<file path="src/rtl/sdto_pkg.sv">
// Shared constants and helpers for the SD data timeout counter.
// Assumes the code field is 4 bits wide and clamps at 14.
package sdto_pkg;
    localparam int CODE_W    = 4;
    localparam int MAX_CODE  = 14;
    localparam int FIELD_LSB = 16;

    typedef logic [CODE_W-1:0] tmo_code_t;

    // Clamp a raw field value to the largest usable code.
    function automatic tmo_code_t clamp_code(input tmo_code_t raw);
        return (raw > tmo_code_t'(MAX_CODE)) ? tmo_code_t'(MAX_CODE) : raw;
    endfunction
endpackage

</file>
<file path="src/rtl/sdto_code_reg.sv">
// Holds the timeout code. It captures the field on a write and clamps
// it to the largest usable value. Reset loads the largest code.
// Assumes the field slice has already been taken from the control word.
module sdto_code_reg
    import sdto_pkg::*;
(
    input  logic      clk,
    input  logic      rst_n,
    input  logic      wr,
    input  tmo_code_t field,
    output tmo_code_t code
);
    tmo_code_t code_q;

    // Capture the clamped code on a write; reset to the maximum.
    always_ff @(posedge clk) begin
        if (!rst_n)
            code_q <= tmo_code_t'(MAX_CODE);
        else if (wr)
            code_q <= clamp_code(field);
    end

    assign code = code_q;
endmodule

</file>
<file path="src/rtl/sdto_span_counter.sv">
// Counts card clock strobes during a data phase. It restarts on
// activity and is held at zero outside a phase. It pulses expire on
// the strobe that completes 2^(code+BASE_EXP) cycles, then wraps to zero.
// Assumes code never exceeds MAX_CODE (the code register enforces this).
module sdto_span_counter
    import sdto_pkg::*;
#(
    parameter int BASE_EXP = 13,
    parameter int CNT_W    = BASE_EXP + MAX_CODE
) (
    input  logic      clk,
    input  logic      rst_n,
    input  logic      tick,
    input  logic      phase,
    input  logic      activity,
    input  tmo_code_t code,
    output logic      expire
);
    logic [CNT_W-1:0] cnt_q;
    logic [CNT_W:0]   span;
    logic [CNT_W:0]   terminal;
    logic             at_end;

    // Window length and the last count value inside it.
    always_comb begin
        span     = {{CNT_W{1'b0}}, 1'b1} << (int'(code) + BASE_EXP);
        terminal = span - 1'b1;
        at_end   = ({1'b0, cnt_q} >= terminal);
        expire   = phase & ~activity & tick & at_end;
    end

    // Advance on strobes; restart on activity or outside a phase.
    always_ff @(posedge clk) begin
        if (!rst_n)
            cnt_q <= '0;
        else if (!phase || activity)
            cnt_q <= '0;
        else if (tick)
            cnt_q <= at_end ? '0 : cnt_q + 1'b1;
    end
endmodule

</file>
<file path="src/rtl/sdto_sticky_flag.sv">
// Write-one-to-clear status bit. When set and clear arrive together,
// set wins. Assumes set is a single-cycle pulse.
module sdto_sticky_flag (
    input  logic clk,
    input  logic rst_n,
    input  logic set,
    input  logic clr,
    output logic flag
);
    logic flag_q;

    // Hold the flag until cleared; a new set overrides a clear.
    always_ff @(posedge clk) begin
        if (!rst_n)
            flag_q <= 1'b0;
        else if (set)
            flag_q <= 1'b1;
        else if (clr)
            flag_q <= 1'b0;
    end

    assign flag = flag_q;
endmodule

</file>
<file path="src/rtl/sdto_watchdog.sv">
// Top of the SD data timeout counter. It decodes the code field from
// the control word and instantiates the code register, the span
// counter and the sticky flag. Assumes every input is synchronous to clk.
module sdto_watchdog
    import sdto_pkg::*;
#(
    parameter int CTRL_W   = 32,
    parameter int BASE_EXP = 13
) (
    input  logic              clk,
    input  logic              rst_n,
    input  logic              card_clk_en,
    input  logic              data_phase,
    input  logic              data_activity,
    input  logic              ctrl_wr,
    input  logic [CTRL_W-1:0] ctrl_wdata,
    input  logic              dto_clr,
    output logic              dto_flag
);
    localparam int CNT_W = BASE_EXP + MAX_CODE;

    tmo_code_t code_field;
    tmo_code_t code;
    logic      expire;
    logic      ctrl_unused_bits;

    assign code_field       = ctrl_wdata[FIELD_LSB +: CODE_W];
    assign ctrl_unused_bits = ^{ctrl_wdata[CTRL_W-1:FIELD_LSB+CODE_W],
                                ctrl_wdata[FIELD_LSB-1:0]};

    sdto_code_reg u_code (
        .clk   (clk),
        .rst_n (rst_n),
        .wr    (ctrl_wr),
        .field (code_field),
        .code  (code)
    );

    sdto_span_counter #(
        .BASE_EXP (BASE_EXP),
        .CNT_W    (CNT_W)
    ) u_span (
        .clk      (clk),
        .rst_n    (rst_n),
        .tick     (card_clk_en),
        .phase    (data_phase),
        .activity (data_activity),
        .code     (code),
        .expire   (expire)
    );

    sdto_sticky_flag u_flag (
        .clk   (clk),
        .rst_n (rst_n),
        .set   (expire),
        .clr   (dto_clr),
        .flag  (dto_flag)
    );
endmodule

</file>
<file path="config.mk">
export PLATFORM = sky130hd
export DESIGN_NAME = sdto_watchdog
export DESIGN_NICKNAME = d
export VERILOG_FILES = /design/src/rtl/sdto_pkg.sv /design/src/rtl/sdto_code_reg.sv /design/src/rtl/sdto_span_counter.sv /design/src/rtl/sdto_sticky_flag.sv /design/src/rtl/sdto_watchdog.sv
export SDC_FILE = /design/constraint.sdc
export NUM_CORES = 1
export LEC_CHECK = 0
export ABC_AREA = 1
export CORE_ASPECT_RATIO = 0.6
export CORE_MARGIN = 10
export CORE_UTILIZATION = 50
export CTS_BUF_LIST = sky130_fd_sc_hd__clkbuf_2
export CTS_CLUSTER_DIAMETER = 30
export DETAILED_ROUTE_END_ITERATION = 7
export GPL_ROUTABILITY_DRIVEN = 0
export HOLD_SLACK_MARGIN = 0.15
export PLACE_DENSITY = 0.86
export SYNTH_ARGS = -nofsm -noshare
export SYNTH_HDL_FRONTEND = slang
export SYNTH_SLANG_ARGS = --single-unit
</file>
<file path="constraint.sdc">
create_clock -name clk -period 2.9 [get_ports clk]
set_input_delay 0.435 -clock clk [delete_from_list [all_inputs] [get_ports clk]]
set_output_delay 0.435 -clock clk [all_outputs]
set_load 0.01 [all_outputs]
</file>
After elaboration in Yosys (flattened, before gate mapping) --
Index checks and enable logic that the tools add are counted.
Operators by class: multiplexer cells 4, bitwise logic cells 5, add/sub/neg operators 3, shifts and indexed selects 1, magnitude comparators 2, reduce and logical (&&, ||, !) cells 4
Operators with widths (number):
- $shl A1 B32 Y28 const A | 1
- $ge A27 B28 Y1 | 1
- $sub A28 B1 Y28 const B | 1
- $add A27 B1 Y27 const B | 1
- $mux W27 | 1
- $add A4 B4 Y5 const B | 1
- $gt A4 B4 Y1 const B | 1
- $mux W4 | 1
- $and A1 B1 Y1 | 3
- $mux W1 | 2
- $not A1 Y1 | 2
- $reduce_bool A2 Y1 | 1
- $reduce_or A2 Y1 | 1
- $logic_not A1 Y1 | 1
- $logic_or A1 B1 Y1 | 1
Word-level totals: input port bits 39, logic and storage cells 22, flip-flop bits (word level) 32, output and inout bits 1

Longest topological paths before layout --
Gate-level depths: netlist of run 1.
depth after elaboration 6, gate-level depth with buffers 19, gate-level depth less buffers 17

Cells and area by module --
Synthesis of run 1 repeated with hierarchy kept, for this count alone.
Unflattened totals: cells, all modules 357, area total of the unflattened synthesis 2444.8 um^2
By module, submodules not included:
- sdto_span_counter | seq. area each 540.5 um^2, cells each 329, instances 1, area an instance 2248.4 um^2
- sdto_code_reg | seq. area each 80.1 um^2, cells each 22, instances 1, area an instance 152.6 um^2
- sdto_sticky_flag | seq. area each 20.0 um^2, cells each 6, instances 1, area an instance 43.8 um^2

Worst setup path before layout of run 1 --
OpenSTA, ideal clock, no wires.
path type flip-flop to flip-flop, start point register u_code.code_q[2] (netlist: u_code.code[2]), end point register u_span.cnt_q[12], clock period less this slack 2.132 ns, path buffers 2, arrival time 2.015 ns, setup time 0.117 ns, stages on the path, launching flop included 17, required time 2.783 ns, slack 0.768 ns, path through dfxtp_1 -> buf_4 -> inv_1 -> o21ai_0 -> nand2_1 -> xor2_1 -> ha_1 -> nand2_1 -> nor2_1 -> nand2_1 -> a21oi_1 -> nor2_2 -> nand3_2 -> nand2_2 -> nand2_4 -> buf_6 -> nor2_1
On the way: cells in the longest elaborated chain, start to end 5
RTL lines:
- start: declaration | line sdto_code_reg.sv:13 | tmo_code_t code_q;
- start signal: assignment | line sdto_code_reg.sv:18 | code_q <= tmo_code_t'(MAX_CODE);
- start signal: assignment | line sdto_code_reg.sv:20 | code_q <= clamp_code(field);
- $add A4 B4 Y5 | line sdto_span_counter.sv:26 | span = {{CNT_W{1'b0}}, 1'b1} << (int'(code) + BASE_EXP);
- $shl A1 B32 Y28 | line sdto_span_counter.sv:26
- $sub A28 B1 Y28 | line sdto_span_counter.sv:27 | terminal = span - 1'b1;
- $ge A27 B28 Y1 | line sdto_span_counter.sv:28 | at_end = ({1'b0, cnt_q} >= terminal);
- $mux W27 | line sdto_span_counter.sv:39 | cnt_q <= at_end ? '0 : cnt_q + 1'b1;
- end signal: assignment | line sdto_span_counter.sv:39
- end: declaration | line sdto_span_counter.sv:19 | logic [CNT_W-1:0] cnt_q;
No other way between the ends. A chain may end at the register's enable or synchronous reset.

Worst setup path in the final report of run 1 --
start point register u_code.code_q[0] (netlist: u_code.code[0]), end point register u_span.cnt_q[20]
The elaborated chain is that of the path after synthesis.

==> results of run 1 <==
==> Yosys cell counts (3+ instances only) <==
| library cell | number |
|---|---|
| nor2_1 | 57 |
| xnor2_1 | 6 |
| nand2_1 | 97 |
| o21ai_0 | 8 |
| nor2_2 | 4 |
| nand3_1 | 18 |
| inv_1 | 58 |
| buf_6 | 3 |
| nor3_1 | 8 |
| xor2_1 | 17 |
| a21oi_1 | 12 |
| dfxtp_1 | 32 |
| buf_4 | 3 |
| o211ai_1 | 3 |
| nor2_4 | 3 |
| nand4_1 | 10 |
| ha_1 | 29 |
==> stage by stage <==
stage                     power [W]  instances  setup WS (ns)  instance area [sq um]  utilization [%]
final                      0.000794        477          0.312                   2810             55.9
after floorplan            0.000541        398          0.768                   2620                -
after global routing       0.000840        477         0.0294                   2810             55.9
after global placement     0.000563        469          0.391                   2760             54.9
after CTS                  0.000796        477          0.278                   2800             55.7
after detailed placement   0.000568        469          0.332                   2760             54.9
==> worst min-delay path, stage by stage, from the launching register on <==
cell and delay [ns]:
dfxtp_1 0.35, nand3b_1 0.07, nand2_1 0.06
==> cell families (layout without fill, tap and decap cells) <==
group           Yosys count  in the layout  synth area share (%)
simple gates            212            212                  36.5
buf+inv                  68             81                  11.2
flops                    32             32                  24.7
fa+ha+maj                29             29                  14.0
compound gates           26             26                  5.59
xor+xnor                 23             23                  7.76
other cells               2              8                 0.289
==> flip-flops by register name, summed over array words and instances (netlist names) <==
register and cells:
u_code.code 4, u_span.cnt_q 27, u_flag.flag 1
==> final timing paths <==
kind | slack [ns] | to | startpoint
worst max-delay path | 0.31 | u_span.cnt_q[20]$_SDFFE_PP0P_ | u_code.code[0]$_SDFFE_PN0P_
worst max register to register | 0.31 | u_span.cnt_q[20]$_SDFFE_PP0P_ | u_code.code[0]$_SDFFE_PN0P_
worst min-delay path | 0.50 | u_flag.flag$_SDFFE_PN0P_ | u_flag.flag$_SDFFE_PN0P_
worst min register to register | 0.50 | u_flag.flag$_SDFFE_PN0P_ | u_flag.flag$_SDFFE_PN0P_
==> final cells by class <==
cell class	instances	area [sq um]	share of cell area (%)
multi-input cells	298	1700	60.3
flip-flops and latches	32	642	22.8
inverters	60	228	8.10
repair buffers	13	125	4.45
well taps	66	82.6	2.94
clock buffers	7	35.0	1.25
clock inverters	1	3.75	0.134
==> where the power goes <==
part | switching (W) | internal, W | total (W)
sequential | 0.00000769 | 0.000445 | 0.000452
clock | 0.000164 | 0.0000646 | 0.000229
combinational | 0.0000675 | 0.0000457 | 0.000113
total | 0.000239 | 0.000555 | 0.000794
==> metal layers <==
| layer | up-vias | GRT usage, % | share of wire, % |
|---|---|---|---|
| li1 | 1262 | - | - |
| met1 | 1103 | 20.7 | 49 |
| met2 | 88 | 23.4 | 41 |
| met3 | 13 | 3.62 | 8.4 |
| met4 | 0 | 3.92 | 1.2 |
| met5 | - | 0 | 0 |
==> results.cfg, run 1 <==
[outcome]
status = completed

[routing]
drt-total-wl_um = 6140
drt_pre_antenna_iters = 5
ant_nets = 0
drc = 0
wl_per_cell_um = 12.9
vias_per_cell = 5.17
num_vias = 2466
first_iter_violations = 198

[setup_path]
worstSetupPathType = reg -> reg
start_kind = register
crit_required_ns = 3.18
arrival_ns = 2.87
cp_max_fo = 26
path_buf_inv = 0
cp_slowest_cell = dfxtp_1
worst-path-stages = 14
endpoint_kind = register
critPathMaxStageDelay_ns = 0.50
reg2regPathDepth = 14
worstPathCellList = nor2_1 -> o21ai_0 -> nand2_1 -> xor2_1 -> ha_1 -> nand2_1 -> nor2_1 -> nand2_1 -> nor2_1 -> nand2_1 -> nand3_2 -> nand2_2 -> nand2_8 -> nor2_1
crit_family = simple AND/OR/NAND/NOR gates

[clock_network]
cts_resized = 0
cts-root-buf = clkbuf_2
cts_setup_buffers = 0
cts_max_path_buffers = 2
htree_levels = 2
cts_tree = done
insertion_delay_ns = 0.39
clock_sinks = 32
path_clk_slew_ns = 0.19
cts_buffers = 5
hold_buffers = 0

[floorplanning]
row_count = 20
die_x_um = 113
io_pins = 40
core_area_sq_mm = 0.00503
die_area_sq_mm = 0.00857
start_util_pct = 51.6
fp.dieH_um = 75.8

[grt]
grt_max_degree = 27
grtUsageTotal_pct = 15.2
grt_first_pass_wirelength_um = 10600
gr-total-overflow = 0
antenna_found_initial = 0
grt_pass1_vias = 2312

[logic_synthesis]
ys.warnings.count = 0
synth_top_area_share_pct = 24.7
ys_ff_latch = 32
yosysSeqAreaShare_pct = 24.7
synth_cells = 392
synth_edf_count = 0
yosys-top-cells-area = dfxtp_1 (25%), nand2_1 (14%), ha_1 (14%)
ys_types = 33
synth-async-reset-ratio_pct = 0
synth.largest_area_cell = dfxtp_1
synth_area_per_cell_sq_um = 6.62
synthFlopType = dfxtp_1
netlist_area_sq_mm = 0.00260

[placed_design]
portBuffers = 11
hpwl_um = 4930

[sta]
fin_setup_tns_ns = 0
finClkSkew_ns = 0.0325
fin_crit_ns = 2.59
rsz0062_at_grt = no
whs_ns = 0.497
setup_viol = 0
fin_crit_sh_pct = 89.2
slew_violations = 0
fmax_mhz = 386
finalHoldViolations = 0

[final_layout]
diodes = 0
drive_gt1_share_pct = 6.81
fillers = 470
synthToLayoutAreaGrowth_pct = 8.29
final_common_cell = nand2_1
final_cell_mix = nand2_1 (97), inv_1 (58), nor2_1 (57)
finalNetCount = 478

[worst_hold_path]
hold_class = reg -> reg
min_path_cells = 2

[power]
power_density_mw_per_mm2 = 282
leakage_nw = 1.33
max-vdd-ir-drop_mv = 0.145

[flow_run]
cap_violations = 0
Note: power is estimated with default switching activity, not from simulation.
==> run 2: changes to the inputs <==
--- a/config.mk
+++ b/config.mk
@@ -6,6 +6,7 @@
 export NUM_CORES = 1
 export LEC_CHECK = 0
 export ABC_AREA = 1
+export CAP_MARGIN = 20
 export CORE_ASPECT_RATIO = 0.6
 export CORE_MARGIN = 10
 export CORE_UTILIZATION = 50
==> constraint.sdc (replaced) <==
create_clock -name clk -period 2.8 [get_ports clk]
set_input_delay 0.42 -clock clk [delete_from_list [all_inputs] [get_ports clk]]
set_output_delay 0.42 -clock clk [all_outputs]
set_load 0.01 [all_outputs]
==> results.cfg, run 2 (synthesized netlist as in run 1, its figures left out) <==
[clock_network]
insertion_delay_ns = 0.39
path_clk_slew_ns = 0.19
cts_buffers = 5
cts_max_path_buffers = 2
cts_tree = done
cts-root-buf = clkbuf_2
clock_sinks = 32
cts_setup_buffers = 0
htree_levels = 2

[grt]
grt_max_degree = 27
gr-total-overflow = 0
grtUsageTotal_pct = 15.3
antenna_found_initial = 0
grt_first_pass_wirelength_um = 10600
grt_pass1_vias = 2355

[final_layout]
final_cell_mix = nand2_1 (97), inv_1 (58), nor2_1 (57)
synthToLayoutAreaGrowth_pct = 8.34
drive_gt1_share_pct = 6.57
largest_reg_flops = 27
diodes = 0
fin_area_sq_mm = 0.00281
utilization_pct = 55.9
finalNetCount = 479
fillers = 474
final_common_cell = nand2_1
regMostFlops = u_span.cnt_q

[worst_hold_path]
hold_class = reg -> reg
worstHoldStart = u_flag.flag$_SDFFE_PN0P_

[setup_path]
crit_required_ns = 3.07
arrival_ns = 2.76
cp_slowest_cell = dfxtp_2
path_buf_inv = 0
critPathMaxStageDelay_ns = 0.44
crit_family = simple AND/OR/NAND/NOR gates
critPathLaunch = u_code.code[0]$_SDFFE_PN0P_
cp_max_fo = 26
worstSetupPathType = reg -> reg
start_kind = register
endpoint_kind = register
worstPathCellList = nor2_1 -> o21ai_0 -> nand2_1 -> xor2_1 -> ha_1 -> nand2_1 -> nor2_1 -> nand2_1 -> nor2_1 -> nand2_1 -> nand3_2 -> nand2_2 -> nand2_8 -> nor2_1
worstReg2RegStart = u_code.code[0]$_SDFFE_PN0P_

[floorplanning]
die_x_um = 113
io_pins = 40
fp.dieH_um = 75.8
start_util_pct = 51.6
core_area_sq_mm = 0.00503
die_area_sq_mm = 0.00857
row_count = 20

[sta]
finalHoldViolations = 0
fin_setup_tns_ns = 0
fin_crit_ns = 2.49
slew_violations = 0
finClkSkew_ns = 0.0370
fmax_mhz = 401
rsz0062_at_grt = no
fin_crit_sh_pct = 89.0
setup_viol = 0
setup_slack_ns = 0.308
whs_ns = 0.491

[routing]
drt_pre_antenna_iters = 7
num_vias = 2486
drt-total-wl_um = 6380
first_iter_violations = 290
ant_nets = 0
vias_per_cell = 5.21
drc = 0
wl_per_cell_um = 13.4

[power]
max-vdd-ir-drop_mv = 0.187
power_density_mw_per_mm2 = 285
leakage_nw = 1.33

[flow_run]
cap_violations = 0

[placed_design]
pre_cts_ws_ns = 0.216
placed_cell_area_sq_mm = 0.00277
hpwl_um = 5020
portBuffers = 11

[outcome]
status = completed
run 2: cell types whose count changed in the layout (fill, tap and decap cells not counted):
cell / before / now
buf_4: 2 / 3
clkbuf_2: 7 / 5
clkinv_1: 1 / 2
run 2: stage by stage:
| stage | total power, W | cells |
|---|---|---|
| floorplan | 0.000560 | 398 |
| global placement | 0.000584 | 470 |
| detailed placement | 0.000590 | 470 |
| CTS | 0.000803 | 477 |
| global route | 0.000852 | 477 |
| finish | 0.000803 | 477 |
run 2: worst min-delay path, delay by kind of cell, from the launching register on:
| family | cells | cell delay, ns |
|---|---|---|
| AND/OR/NAND/NOR | 2 | 0.12 |
| flip-flops | 1 | 0.35 |
run 2: worst paths after layout:
path | to | slack (ns) | cells past startpoint
setup / recovery | u_span.cnt_q[5]$_SDFFE_PP0P_ | 0.31 | 14
hold / removal | u_flag.flag$_SDFFE_PN0P_ | 0.49 | 2
setup reg to reg | u_span.cnt_q[5]$_SDFFE_PP0P_ | 0.31 | 14
hold reg to reg | u_flag.flag$_SDFFE_PN0P_ | 0.49 | 2
run 2: power breakdown:
part	internal (W)	switching [W]	total (W)
registers	0.000461	0.00000625	0.000467
clock network	0.0000514	0.000164	0.000216
logic	0.0000487	0.0000715	0.000120
run 2: layer usage:
metal / track usage, % / share of wire, %
met3: 3.54 / 10
met2: 24.1 / 43
met4: 4.06 / 1.0
met5: 0 / 0
met1: 20.5 / 46
run 2: area by class of cell:
type / count / area (sq um) / area share, %
clock buffer: 5 / 25.0 / 0.890
clock inverter: 2 / 7.51 / 0.267
inverter: 60 / 228 / 8.10
multi-input combinational: 298 / 1700 / 60.3
sequential: 32 / 642 / 22.8
tap: 66 / 82.6 / 2.94
timing repair buffer: 14 / 133 / 4.72
run 2: repair_timing:
action	CTS	global route
hold buffers	0	0
gates resized for setup	0	2
endpoints found under the setup margin	0	26
